**config.mk**
```make
export PLATFORM = sky130hd
export DESIGN_NAME = ecc_err_log
export DESIGN_NICKNAME = d
export VERILOG_FILES = /design/src/rtl/ecc_log_pkg.sv /design/src/rtl/ecc_log_ctrl.sv /design/src/rtl/ecc_log_capture.sv /design/src/rtl/ecc_log_scrub.sv /design/src/rtl/ecc_err_log.sv
export SDC_FILE = /design/constraint.sdc
export NUM_CORES = 1
export LEC_CHECK = 0
export BUFFER_PORTS_ARGS = -buffer_cell sky130_fd_sc_hd__buf_2
export CORE_ASPECT_RATIO = 1.5
export CORE_MARGIN = 1
export CORE_UTILIZATION = 39
export DETAILED_ROUTE_END_ITERATION = 10
export GPL_TIMING_DRIVEN = 0
export PLACE_DENSITY = 0.72
export SYNTH_ARGS = -nofsm -noshare
export SYNTH_HDL_FRONTEND = slang
export SYNTH_SLANG_ARGS = --single-unit
```
**constraint.sdc**
```tcl
create_clock -name clk -period 1.8 [get_ports clk]
set_input_delay 0.18 -clock clk [delete_from_list [all_inputs] [get_ports clk]]
set_output_delay 0.18 -clock clk [all_outputs]
set_load 0.02 [all_outputs]
```
**src/rtl/ecc_log_pkg.sv**
```systemverilog
package ecc_log_pkg;
  localparam int unsigned REG_W      = 32;
  localparam int unsigned SYN_W      = 8;
  localparam int unsigned KEEP_W     = 19;
  localparam int unsigned SBE_BIT    = 0;
  localparam int unsigned MBE_BIT    = 1;
  localparam int unsigned NMI_EN_BIT = 2;
  localparam int unsigned BERR_EN_BIT = 3;
  localparam int unsigned SCRUB_DIS_BIT = 31;

  typedef struct packed {
    logic [KEEP_W-1:0] addr_hi;
    logic [SYN_W-1:0]  syn;
    logic              mbe;
    logic              sbe;
  } err_rec_t;
endpackage

```
**src/rtl/ecc_log_ctrl.sv**
```systemverilog
module ecc_log_ctrl
  import ecc_log_pkg::*;
(
  input  logic             clk,
  input  logic             rst_n,
  input  logic             wr_en,
  input  logic [REG_W-1:0] wr_data,
  output logic             scrub_dis,
  output logic             berr_en,
  output logic             nmi_en,
  output logic             clr
);
  // both status bits must be written with one in the same access
  assign clr = wr_en & wr_data[SBE_BIT] & wr_data[MBE_BIT];

  always_ff @(posedge clk or negedge rst_n) begin
    if (!rst_n) begin
      scrub_dis <= 1'b0;
      berr_en   <= 1'b0;
      nmi_en    <= 1'b0;
    end else if (wr_en) begin
      scrub_dis <= wr_data[SCRUB_DIS_BIT];
      berr_en   <= wr_data[BERR_EN_BIT];
      nmi_en    <= wr_data[NMI_EN_BIT];
    end
  end
endmodule

```
**src/rtl/ecc_log_capture.sv**
```systemverilog
module ecc_log_capture
  import ecc_log_pkg::*;
#(
  parameter int unsigned ADDR_W = 32
) (
  input  logic              clk,
  input  logic              rst_n,
  input  logic              clr,
  input  logic              evt_valid,
  input  logic              evt_sbe,
  input  logic              evt_mbe,
  input  logic [ADDR_W-1:0] evt_addr,
  input  logic [SYN_W-1:0]  evt_syn,
  output err_rec_t          rec
);
  localparam int unsigned HI_LSB = ADDR_W - KEEP_W;

  logic held;
  logic open_slot;
  logic take;

  assign held      = rec.sbe | rec.mbe;
  assign open_slot = ~held | clr;
  assign take      = open_slot & evt_valid & (evt_sbe | evt_mbe);

  always_ff @(posedge clk or negedge rst_n) begin
    if (!rst_n) begin
      rec <= '0;
    end else begin
      if (clr) begin
        rec.sbe <= 1'b0;
        rec.mbe <= 1'b0;
      end
      if (take) begin
        rec.addr_hi <= evt_addr[ADDR_W-1:HI_LSB];
        rec.syn     <= evt_syn;
        rec.mbe     <= evt_mbe;
        rec.sbe     <= ~evt_mbe;   // uncorrectable wins a tie
      end
    end
  end
endmodule

```
**src/rtl/ecc_log_scrub.sv**
```systemverilog
module ecc_log_scrub #(
  parameter int unsigned ADDR_W = 32
) (
  input  logic              clk,
  input  logic              rst_n,
  input  logic              scrub_dis,
  input  logic              evt_valid,
  input  logic              evt_sbe,
  input  logic              evt_mbe,
  input  logic [ADDR_W-1:0] evt_addr,
  output logic              scrub_req,
  output logic [ADDR_W-1:0] scrub_addr
);
  logic fire;
  assign fire = evt_valid & evt_sbe & ~evt_mbe & ~scrub_dis;

  always_ff @(posedge clk or negedge rst_n) begin
    if (!rst_n) begin
      scrub_req  <= 1'b0;
      scrub_addr <= '0;
    end else begin
      scrub_req <= fire;
      if (fire) scrub_addr <= evt_addr;
    end
  end
endmodule

```
**src/rtl/ecc_err_log.sv**
```systemverilog
module ecc_err_log
  import ecc_log_pkg::*;
#(
  parameter int unsigned ADDR_W = 32
) (
  input  logic              clk,
  input  logic              rst_n,
  input  logic              evt_valid,
  input  logic              evt_sbe,
  input  logic              evt_mbe,
  input  logic [ADDR_W-1:0] evt_addr,
  input  logic [7:0]        evt_syn,
  input  logic              wr_en,
  input  logic [31:0]       wr_data,
  output logic [31:0]       rd_data,
  output logic              nmi_req,
  output logic              bus_err,
  output logic              scrub_req,
  output logic [ADDR_W-1:0] scrub_addr
);
  logic     scrub_dis, berr_en, nmi_en, clr;
  err_rec_t rec;

  ecc_log_ctrl u_ctrl (
    .clk(clk), .rst_n(rst_n), .wr_en(wr_en), .wr_data(wr_data),
    .scrub_dis(scrub_dis), .berr_en(berr_en), .nmi_en(nmi_en), .clr(clr)
  );

  ecc_log_capture #(.ADDR_W(ADDR_W)) u_cap (
    .clk(clk), .rst_n(rst_n), .clr(clr), .evt_valid(evt_valid),
    .evt_sbe(evt_sbe), .evt_mbe(evt_mbe), .evt_addr(evt_addr),
    .evt_syn(evt_syn), .rec(rec)
  );

  ecc_log_scrub #(.ADDR_W(ADDR_W)) u_scrub (
    .clk(clk), .rst_n(rst_n), .scrub_dis(scrub_dis), .evt_valid(evt_valid),
    .evt_sbe(evt_sbe), .evt_mbe(evt_mbe), .evt_addr(evt_addr),
    .scrub_req(scrub_req), .scrub_addr(scrub_addr)
  );

  assign rd_data = {scrub_dis, rec.addr_hi, rec.syn, berr_en, nmi_en, rec.mbe, rec.sbe};
  assign nmi_req = rec.sbe & nmi_en;
  assign bus_err = rec.mbe & berr_en;
endmodule

```
==> results.py, run 1 <==
metrics = {
    "sta": {
        "max_clock_freq_mhz": 588,
        "worst_slew_pin_slew_ns": 0.794,
        "final.period_utilization_pct": 94.5,
        "timing.final.crit_period_ns": 1.70,
        "finalHoldViolations": 0,
        "timing.final.setup_violations": 0,
        "worst_slew_margin_rel_pct": 47.1,
        "fin_worst_skew_ns": 0.00485,
        "setup-tns-final_ns": 0,
        "timing.final.max_slew_violations": 0,
        "setup_repair_after_global_routing_missed_its_margin": "false",
    },
    "synthesis": {
        "ys.warnings.count": 0,
        "synth.lib_cells_used.distinct": 15,
        "synthCells": 147,
        "synthTopCellsByArea": "dfrtp_1 63%, mux2_2 18%, mux2_4 12%",
        "synth_fp_nets": 225,
        "post_synth_top_area_share_pct": 63.1,
        "ys_seq_area_share_pct": 63.1,
        "avgSynthCellArea_um2": 17.5,
        "post-synth-top-area-cell": "dfrtp_1",
        "synthesis.area_mm2": 0.00258,
        "ys_ff_latch": 65,
    },
    "drt": {
        "route.detailed.wl_per_inst_um": 14.6,
        "routed_wl_um": 5150,
        "drc": 0,
        "final_antenna_net_count": 0,
        "via_per_inst": 4.72,
        "routed-via-count": 1670,
        "drtIter0Drc": 87,
        "first_pass_iters": 4,
    },
    "placement": {
        "numPlacedInstances": 338,
        "post_dp_cell_area_mm2": 0.00326,
        "post-dp-hpwl_um": 3930,
        "gp_congestion": 0.711,
        "portBuffers": 117,
    },
    "final_layout": {
        "fillers": 539,
        "flow.area_growth_from_synthesis_pct": 33.7,
        "post_route_cells_drive_above_1_share_pct": 73.6,
        "antenna_diode_count": 0,
        "finish.cell_count_without_fillers": 354,
        "num-nets-final": 354,
        "final_design_area_no_fill_mm2": 0.00345,
    },
    "setup_path": {
        "worstPathMaxFanout": 10,
        "critical_path_required_ns": 2.02,
        "reg2reg_depth": 4,
        "crit_path_top_delay_cell": "dfrtp_1",
        "worst_r2r_endpoint": "u_cap.rec[14]",
        "setup.worst_path.end_class": "register",
        "worst_path_largest_cell_delay_ns": 0.41,
        "family_with_the_most_delay_on_the_worst_path": "flip-flops",
        "cp_data_arrival_time_ns": 1.92,
        "worst_path_cell_trace": "or2_4 -> a21oi_4 -> buf_12 -> mux2_4",
        "r2r_setup_slack_ns": 0.1,
        "timing.setup.critical_path_class": "reg -> reg",
        "combined_buffer_and_inverter_count_along_the_critical_path": 1,
        "critical_path.reg2reg.startpoint": "u_cap.rec[1]",
        "start_kind": "register",
    },
    "min_path": {
        "timing.hold.worst_endpoint": "u_scrub.scrub_addr[10]",
        "holdPathStages": 2,
        "hold_path_class": "in -> reg",
        "timing.hold.worst.start": "evt_addr[10]",
    },
    "run": {
        "max_cap_violations": 0,
    },
    "clock_tree": {
        "htreeDepth": 3,
        "cts.clk_slew.worst_paths_ns": 0.06,
        "clk-insertion-delay-late_ns": 0.34,
        "cts_tree": "done",
        "ctsRootBufferMaster": "clkbuf_8",
        "clock_sink_count": 65,
        "cts_made_buffers": 9,
        "ctsLongestPathBuffers": 2,
        "cts_resized": 0,
    },
    "floorplan": {
        "fp.dieW_um": 68.4,
        "effective_utilization_at_floorplan_pct": 41.2,
        "area_enclosed_by_the_die_boundary_mm2": 0.00694,
        "placement_rows": 35,
        "io_pins": 145,
        "vertical_die_dimension_um": 102,
        "core_mm2": 0.00626,
    },
    "global_route": {
        "groute.usage.overall_pct": 15.9,
        "first_global_vias": 1640,
        "antenna_found_initial": 0,
        "grt_max_degree": 66,
        "global_route.overflow_total": 0,
        "grt_first_pass_wirelength_um": 7710,
    },
    "run_status": {
        "status": "completed",
    },
    "power_and_ir_drop": {
        "max_rail_drop_vdd_mv": 0.574,
        "design_power_total_uw": 5170,
        "leakagePower_uw": 0.00171,
        "cellPowerDensity_mw_per_mm2": 1500,
    },
}
## cell families (layout without fill, tap and decap cells)
logic type	count (synthesis)	after routing	share of synthesized area, %
flip-flops	65	65	63.1
AO/OA/AOI/OAI	4	4	1.36
buffers and inverters	8	141	3.30
multiplexers	62	62	30.0
AND/OR/NAND/NOR	8	8	2.23
## synth_stat cells
| library cell | number |
|---|---|
| o21ai_0 | 2 |
| and2_1 | 1 |
| a31o_2 | 1 |
| nand3_2 | 1 |
| buf_4 | 6 |
| nor2_2 | 1 |
| mux2_4 | 20 |
| or2_4 | 1 |
| mux2_2 | 42 |
| dfrtp_1 | 65 |
| and2_2 | 2 |
| nand3b_1 | 1 |
| buf_12 | 2 |
| a21oi_4 | 1 |
| nand2_1 | 1 |
## routing by layer
metal / track usage, % / up-vias / share of wire (%)
li1: - / 774 / -
met1: 16.5 / 815 / 38
met2: 26.8 / 68 / 53
met3: 6.19 / 13 / 6.8
met4: 8.49 / 0 / 2.7
met5: 0 / - / 0
## flip-flops by register name, summed over array words and instances, names as in the netlist
signal              cells
u_ctrl.scrub_dis        1
u_scrub.scrub_addr     32
u_scrub.scrub_req       1
u_ctrl.nmi_en           1
u_ctrl.berr_en          1
u_cap.rec              29
## cell usage in the layout, fill, tap and decap left out, types with 2 or more instances in the layout
cell	count
buf_4	7
and2_2	2
mux2_2	42
dfrtp_1	65
clkbuf_8	9
o21ai_0	2
clkbuf_1	3
mux2_4	20
buf_2	116
buf_12	2
## repair_timing
action / in CTS / in global routing
buffers inserted: 0 / 0
setup endpoints to repair: 0 / 0
hold buffers: 1 / 0
hold endpoints to repair: 65 / 0
## through the flow
stage / hold WS [ns] / setup WS (ns) / utilization, %
5_1_grt: 0.0545 / 0.0377 / 55.0
3_5_place_dp: 0.321 / 0.0897 / 52.0
2_1_floorplan: -0.116 / 0.157 / -
4_1_cts: 0.0470 / 0.0770 / 55.0
6_report: 0.0693 / 0.0986 / 55.0
3_3_place_gp: 0.411 / 0.0966 / 52.0
## final cells by class
cell class	instances	area [um2]	share of cell area, %
Buffer	8	85.1	2.47
Tap cell	74	92.6	2.69
Clock inverter	3	42.5	1.23
Clock buffer	12	135	3.92
Sequential cell	65	1630	47.2
Timing Repair Buffer	118	598	17.4
Multi-Input combinational cell	74	866	25.1
## where the power goes
group	internal, uW	switching (uW)
Clock	631	511
Combinational	860	1010
Sequential	1920	239
## worst reg2reg max path: stages, from the launching register on
cell     delay [ns]
dfrtp_1        0.41
or2_4          0.27
a21oi_4        0.40
buf_12         0.21
mux2_4         0.31
## worst max-delay path by stage
stage	from	endpoint	cells after the start
after global routing	u_cap.rec[1]	u_cap.rec[11]	4
after floorplan	u_cap.rec[1]	u_cap.rec[10]	4
after detailed placement	u_cap.rec[1]	u_cap.rec[14]	4
after global placement	u_cap.rec[1]	u_cap.rec[9]	4
final	u_cap.rec[1]	u_cap.rec[14]	4
after CTS	u_cap.rec[1]	u_cap.rec[12]	4
(Power assumes the default switching activity.)
==> inputs of run 2 (changes only) <==
Settings changed: PLACE_DENSITY 0.72 to 0.7.
==> results.py, run 2 (synthesis results as in run 1) <==
metrics = {
    "run_status": {
        "status": "completed",
    },
    "global_route": {
        "groute.usage.overall_pct": 16.0,
        "antenna_found_initial": 0,
        "first_global_vias": 1733,
        "grt_max_degree": 37,
        "global_route.overflow_total": 0,
        "grt_first_pass_wirelength_um": 7960,
    },
    "final_layout": {
        "largest-register": "u_scrub.scrub_addr",
        "fillers": 535,
        "final_design_area_no_fill_mm2": 0.00355,
        "post_route_cells_drive_above_1_share_pct": 74.6,
        "final_core_util_pct": 56.8,
        "num-nets-final": 357,
        "finish.cell_count_without_fillers": 357,
        "layout_commonest_cell": "buf_2",
        "largest_registers": "u_scrub.scrub_addr x32, u_cap.rec x29",
        "largest_register_ffs": 32,
        "antenna_diode_count": 0,
        "layout.cells.most_common_list": "117 x buf_2, 65 x dfrtp_1, 42 x mux2_2",
        "flow.area_growth_from_synthesis_pct": 37.9,
    },
    "clock_tree": {
        "cts.clk_slew.worst_paths_ns": 0.07,
        "cts_made_buffers": 9,
        "ctsRootBufferMaster": "clkbuf_8",
        "htreeDepth": 3,
        "cts_resized": 0,
        "clk-insertion-delay-late_ns": 0.34,
        "ctsLongestPathBuffers": 2,
        "cts_tree": "done",
        "clock_sink_count": 65,
    },
    "setup_path": {
        "timing.setup.critical_path_class": "reg -> reg",
        "start_kind": "register",
        "reg2reg_depth": 5,
        "cp-startpoint": "u_cap.rec[1]",
        "critical_path.reg2reg.startpoint": "u_cap.rec[1]",
        "setup.worst_path.end_class": "register",
        "worstPathMaxFanout": 10,
        "cp_data_arrival_time_ns": 1.73,
        "critical_path_required_ns": 2.02,
    },
    "floorplan": {
        "effective_utilization_at_floorplan_pct": 41.2,
        "area_enclosed_by_the_die_boundary_mm2": 0.00694,
        "vertical_die_dimension_um": 102,
        "io_pins": 145,
        "placement_rows": 35,
        "core_mm2": 0.00626,
        "fp.dieW_um": 68.4,
    },
    "sta": {
        "finalHoldViolations": 0,
        "timing.final.crit_period_ns": 1.51,
        "timing.final.max_slew_violations": 0,
        "setup-tns-final_ns": 0,
        "final.period_utilization_pct": 84.0,
        "worst_slew_margin_rel_pct": 47.1,
        "setup_repair_after_global_routing_missed_its_margin": "false",
        "fin_worst_skew_ns": 0.00858,
        "max_clock_freq_mhz": 661,
        "worst_slew_pin_slew_ns": 0.794,
        "timing.final.setup_violations": 0,
    },
    "drt": {
        "routed_wl_um": 5130,
        "first_pass_iters": 4,
        "routed-via-count": 1688,
        "final_antenna_net_count": 0,
        "drtIter0Drc": 48,
        "route.detailed.wl_per_inst_um": 14.4,
        "via_per_inst": 4.73,
        "drc": 0,
    },
    "min_path": {
        "hold_path_class": "in -> reg",
        "timing.hold.worst.start": "evt_syn[5]",
        "holdPathStages": 2,
    },
    "run": {
        "max_cap_violations": 0,
    },
    "placement": {
        "post_dp_cell_area_mm2": 0.00328,
        "post-dp-hpwl_um": 3850,
        "gp_congestion": 0.658,
        "numPlacedInstances": 339,
        "portBuffers": 117,
    },
    "power_and_ir_drop": {
        "max_rail_drop_vdd_mv": 0.781,
        "leakagePower_uw": 0.00177,
        "design_power_total_uw": 5440,
        "cellPowerDensity_mw_per_mm2": 1530,
    },
}
==> run 2: cell types whose count changed in the layout (fill, tap and decap cells not counted) <==
cell        change
buf_4           -1
buf_2           +1
clkbuf_8        +3
bufinv_16       +1
clkinvlp_4      -1
clkbuf_1        -2
clkinv_2        -1
buf_12          +3
==> run 2: worst max-delay path, cell delays in order, from the launching register on <==
cell and delay, ns:
dfrtp_1 0.40, or2_4 0.26, a21oi_4 0.14, buf_12 0.14, buf_12 0.14, mux2_4 0.31
==> run 2: cell type report <==
cell class | count | area (um2) | share of cell area, %
Clock inverter | 2 | 60.1 | 1.69
Sequential cell | 65 | 1630 | 45.8
Tap cell | 74 | 92.6 | 2.60
Multi-Input combinational cell | 74 | 866 | 24.4
Clock buffer | 13 | 169 | 4.75
Buffer | 8 | 85.1 | 2.39
Timing Repair Buffer | 121 | 656 | 18.4
==> run 2: per-layer routing <==
| metal | wire (um) | track usage, % | up-vias |
|---|---|---|---|
| met5 | 0 | 0 | - |
| li1 | - | - | 777 |
| met2 | 2610 | 26.6 | 85 |
| met4 | 86 | 7.53 | 0 |
| met3 | 464 | 7.21 | 9 |
| met1 | 1970 | 16.8 | 817 |
==> run 2: power by group <==
group / internal (uW) / switching, uW
Clock: 887 / 513
Combinational: 882 / 1010
Sequential: 1920 / 228
==> run 2: final timing paths <==
kind                            slack (ns)               endpoint
worst max-delay path                  0.29          u_cap.rec[10]
worst min-delay path                  0.07           u_cap.rec[7]
worst max register to register        0.29          u_cap.rec[10]
worst min register to register        0.50          u_cap.rec[15]
max in group asynchronous             0.71  u_scrub.scrub_addr[3]
min in group asynchronous             0.46           u_cap.rec[7]
==> run 2: repair_timing <==
action                                  4_1_cts  5_1_grt
buffers inserted                              0        2
hold buffers                                  1        0
endpoints found under the setup margin        0       20
hold endpoints to repair                     35        0
==> run 2: stage by stage <==
| step | hold slack (ns) | worst slack [ns] |
|---|---|---|
| after floorplan | -0.116 | 0.157 |
| after global placement | 0.411 | 0.0721 |
| after detailed placement | 0.314 | 0.0405 |
| after CTS | 0.0509 | 0.0198 |
| after global routing | 0.0514 | 0.238 |
| final | 0.0655 | 0.287 |
==> inputs of run 3 (changes only) <==
Clock period 1.8 ns to 1.55 ns, I/O delays scaled along.
==> results.py, run 3 (synthesis results as in run 1) <==
metrics = {
    "run_status": {
        "status": "completed",
    },
    "floorplan": {
        "core_mm2": 0.00626,
        "area_enclosed_by_the_die_boundary_mm2": 0.00694,
        "fp.dieW_um": 68.4,
        "placement_rows": 35,
        "io_pins": 145,
        "vertical_die_dimension_um": 102,
        "effective_utilization_at_floorplan_pct": 41.2,
    },
    "clock_tree": {
        "cts_made_buffers": 9,
        "clk-insertion-delay-late_ns": 0.33,
        "cts.clk_slew.worst_paths_ns": 0.07,
        "ctsLongestPathBuffers": 2,
        "htreeDepth": 3,
        "cts_tree": "done",
        "ctsRootBufferMaster": "clkbuf_8",
        "cts_resized": 0,
        "clock_sink_count": 65,
    },
    "sta": {
        "timing.final.setup_violations": 0,
        "worst_slew_margin_rel_pct": 46.4,
        "max_clock_freq_mhz": 661,
        "timing.final.max_slew_violations": 0,
        "timing.final.crit_period_ns": 1.51,
        "finalHoldViolations": 0,
        "layout_setup_ws_ns": 0.0375,
        "setup_repair_after_global_routing_missed_its_margin": "true",
        "worst_slew_pin_slew_ns": 0.805,
        "final.period_utilization_pct": 97.6,
        "setup-tns-final_ns": 0,
        "fin_worst_skew_ns": 0.00642,
    },
    "setup_path": {
        "worstPathMaxFanout": 10,
        "combined_buffer_and_inverter_count_along_the_critical_path": 2,
        "endpoint": "u_cap.rec[5]",
        "start_kind": "register",
        "family_with_the_most_delay_on_the_worst_path": "flip-flops",
        "cp-startpoint": "u_cap.rec[1]",
        "setup.worst_path.end_class": "register",
        "worst_path_cell_trace": "or2_4 -> a21oi_4 -> buf_12 -> buf_12 -> mux2_4",
        "crit_cells": 5,
        "critical_path_required_ns": 1.76,
        "critical_path.reg2reg.startpoint": "u_cap.rec[1]",
        "r2r_setup_slack_ns": 0.04,
        "cp_data_arrival_time_ns": 1.72,
        "crit_path_top_delay_cell": "dfrtp_2",
        "reg2reg_depth": 5,
        "worst_path_largest_cell_delay_ns": 0.40,
        "timing.setup.critical_path_class": "reg -> reg",
        "worst_r2r_endpoint": "u_cap.rec[5]",
        "cp_common_cell": "buf_12",
    },
    "min_path": {
        "hold_path_class": "in -> reg",
    },
    "drt": {
        "routed_wl_um": 5210,
        "drtIter0Drc": 81,
        "routed-via-count": 1684,
        "route.detailed.wl_per_inst_um": 14.5,
        "drc": 0,
        "via_per_inst": 4.69,
        "first_pass_iters": 4,
        "final_antenna_net_count": 0,
    },
    "power_and_ir_drop": {
        "cellPowerDensity_mw_per_mm2": 1730,
        "max_rail_drop_vdd_mv": 1.09,
        "design_power_total_uw": 6140,
        "leakagePower_uw": 0.00176,
    },
    "final_layout": {
        "finish.cell_count_without_fillers": 359,
        "largest_register_ffs": 32,
        "layout.cells.most_common_list": "116 x buf_2, 63 x dfrtp_1, 42 x mux2_2",
        "flow.area_growth_from_synthesis_pct": 37.6,
        "post_route_cells_drive_above_1_share_pct": 75.4,
        "antenna_diode_count": 0,
        "layout_commonest_cell": "buf_2",
        "num-nets-final": 359,
        "largest_registers": "u_scrub.scrub_addr x32, u_cap.rec x29",
        "final_core_util_pct": 56.6,
        "largest-register": "u_scrub.scrub_addr",
    },
    "global_route": {
        "grt_first_pass_wirelength_um": 8080,
        "antenna_found_initial": 0,
        "first_global_vias": 1716,
        "grt_max_degree": 66,
        "global_route.overflow_total": 0,
        "groute.usage.overall_pct": 16.2,
    },
    "placement": {
        "gp_congestion": 0.722,
        "portBuffers": 117,
        "post-dp-hpwl_um": 3760,
        "dp_slack_ns": -0.184,
        "numPlacedInstances": 338,
    },
    "run": {
        "max_cap_violations": 0,
    },
}
run 3: changes by cell type in the layout (fill, tap and decap cells not counted):
cell and change:
clkbuf_8 -1, buf_4 +3, clkbuf_16 +1, clkinv_2 +2, bufinv_16 -1, buf_12 -1
dfrtp_1 -2, buf_2 -1, dfrtp_2 +2
run 3: layer usage:
| metal | GRT usage, % | share of wire (%) | routed length [um] | up-vias |
|---|---|---|---|---|
| met5 | 0 | 0 | 0 | - |
| met4 | 5.93 | 1.7 | 87 | 0 |
| met3 | 6.53 | 7.7 | 400 | 9 |
| met2 | 26.2 | 51 | 2670 | 78 |
| met1 | 19.1 | 39 | 2050 | 821 |
| li1 | - | - | - | 776 |
run 3: per-stage QoR:
step                area, um2  hold slack (ns)
floorplan                2580           -0.141
global placement         3260            0.387
detailed placement       3260            0.302
CTS                      3510           0.0341
global route             3550           0.0237
finish                   3550           0.0559
run 3: how the worst min path moves through the flow:
stage,start,to,slack [ns],cells past startpoint
floorplan,rst_n,u_cap.rec[0],-0.14,0
global placement,evt_addr[6],u_scrub.scrub_addr[6],0.39,2
detailed placement,rst_n,u_cap.rec[3],0.30,1
CTS,evt_addr[0],u_scrub.scrub_addr[0],0.03,2
global route,evt_syn[2],u_cap.rec[4],0.02,2
finish,evt_syn[5],u_cap.rec[7],0.06,2
run 3: cell type report:
cell class                 instances  area (um2)
buffer                             8        85.1
clock buffer                      12         155
clock inverter                     3        40.0
fill                             537        2720
multi-input combinational         74         866
sequential                        65        1630
tap                               74        92.6
timing repair buffer             123         678
run 3: where the power goes:
group	internal, uW	total, uW	switching [uW]
Sequential	2230	2490	254
Combinational	1040	2230	1190
Clock	818	1420	604
Total	4100	6140	2050
run 3: repair_timing:
item	in CTS	in global routing
pin swaps	1	1
buffers inserted	3	1
cloned	0	1
endpoints found under the setup margin	27	26
endpoints found under the hold margin	65	0
hold buffers	1	0
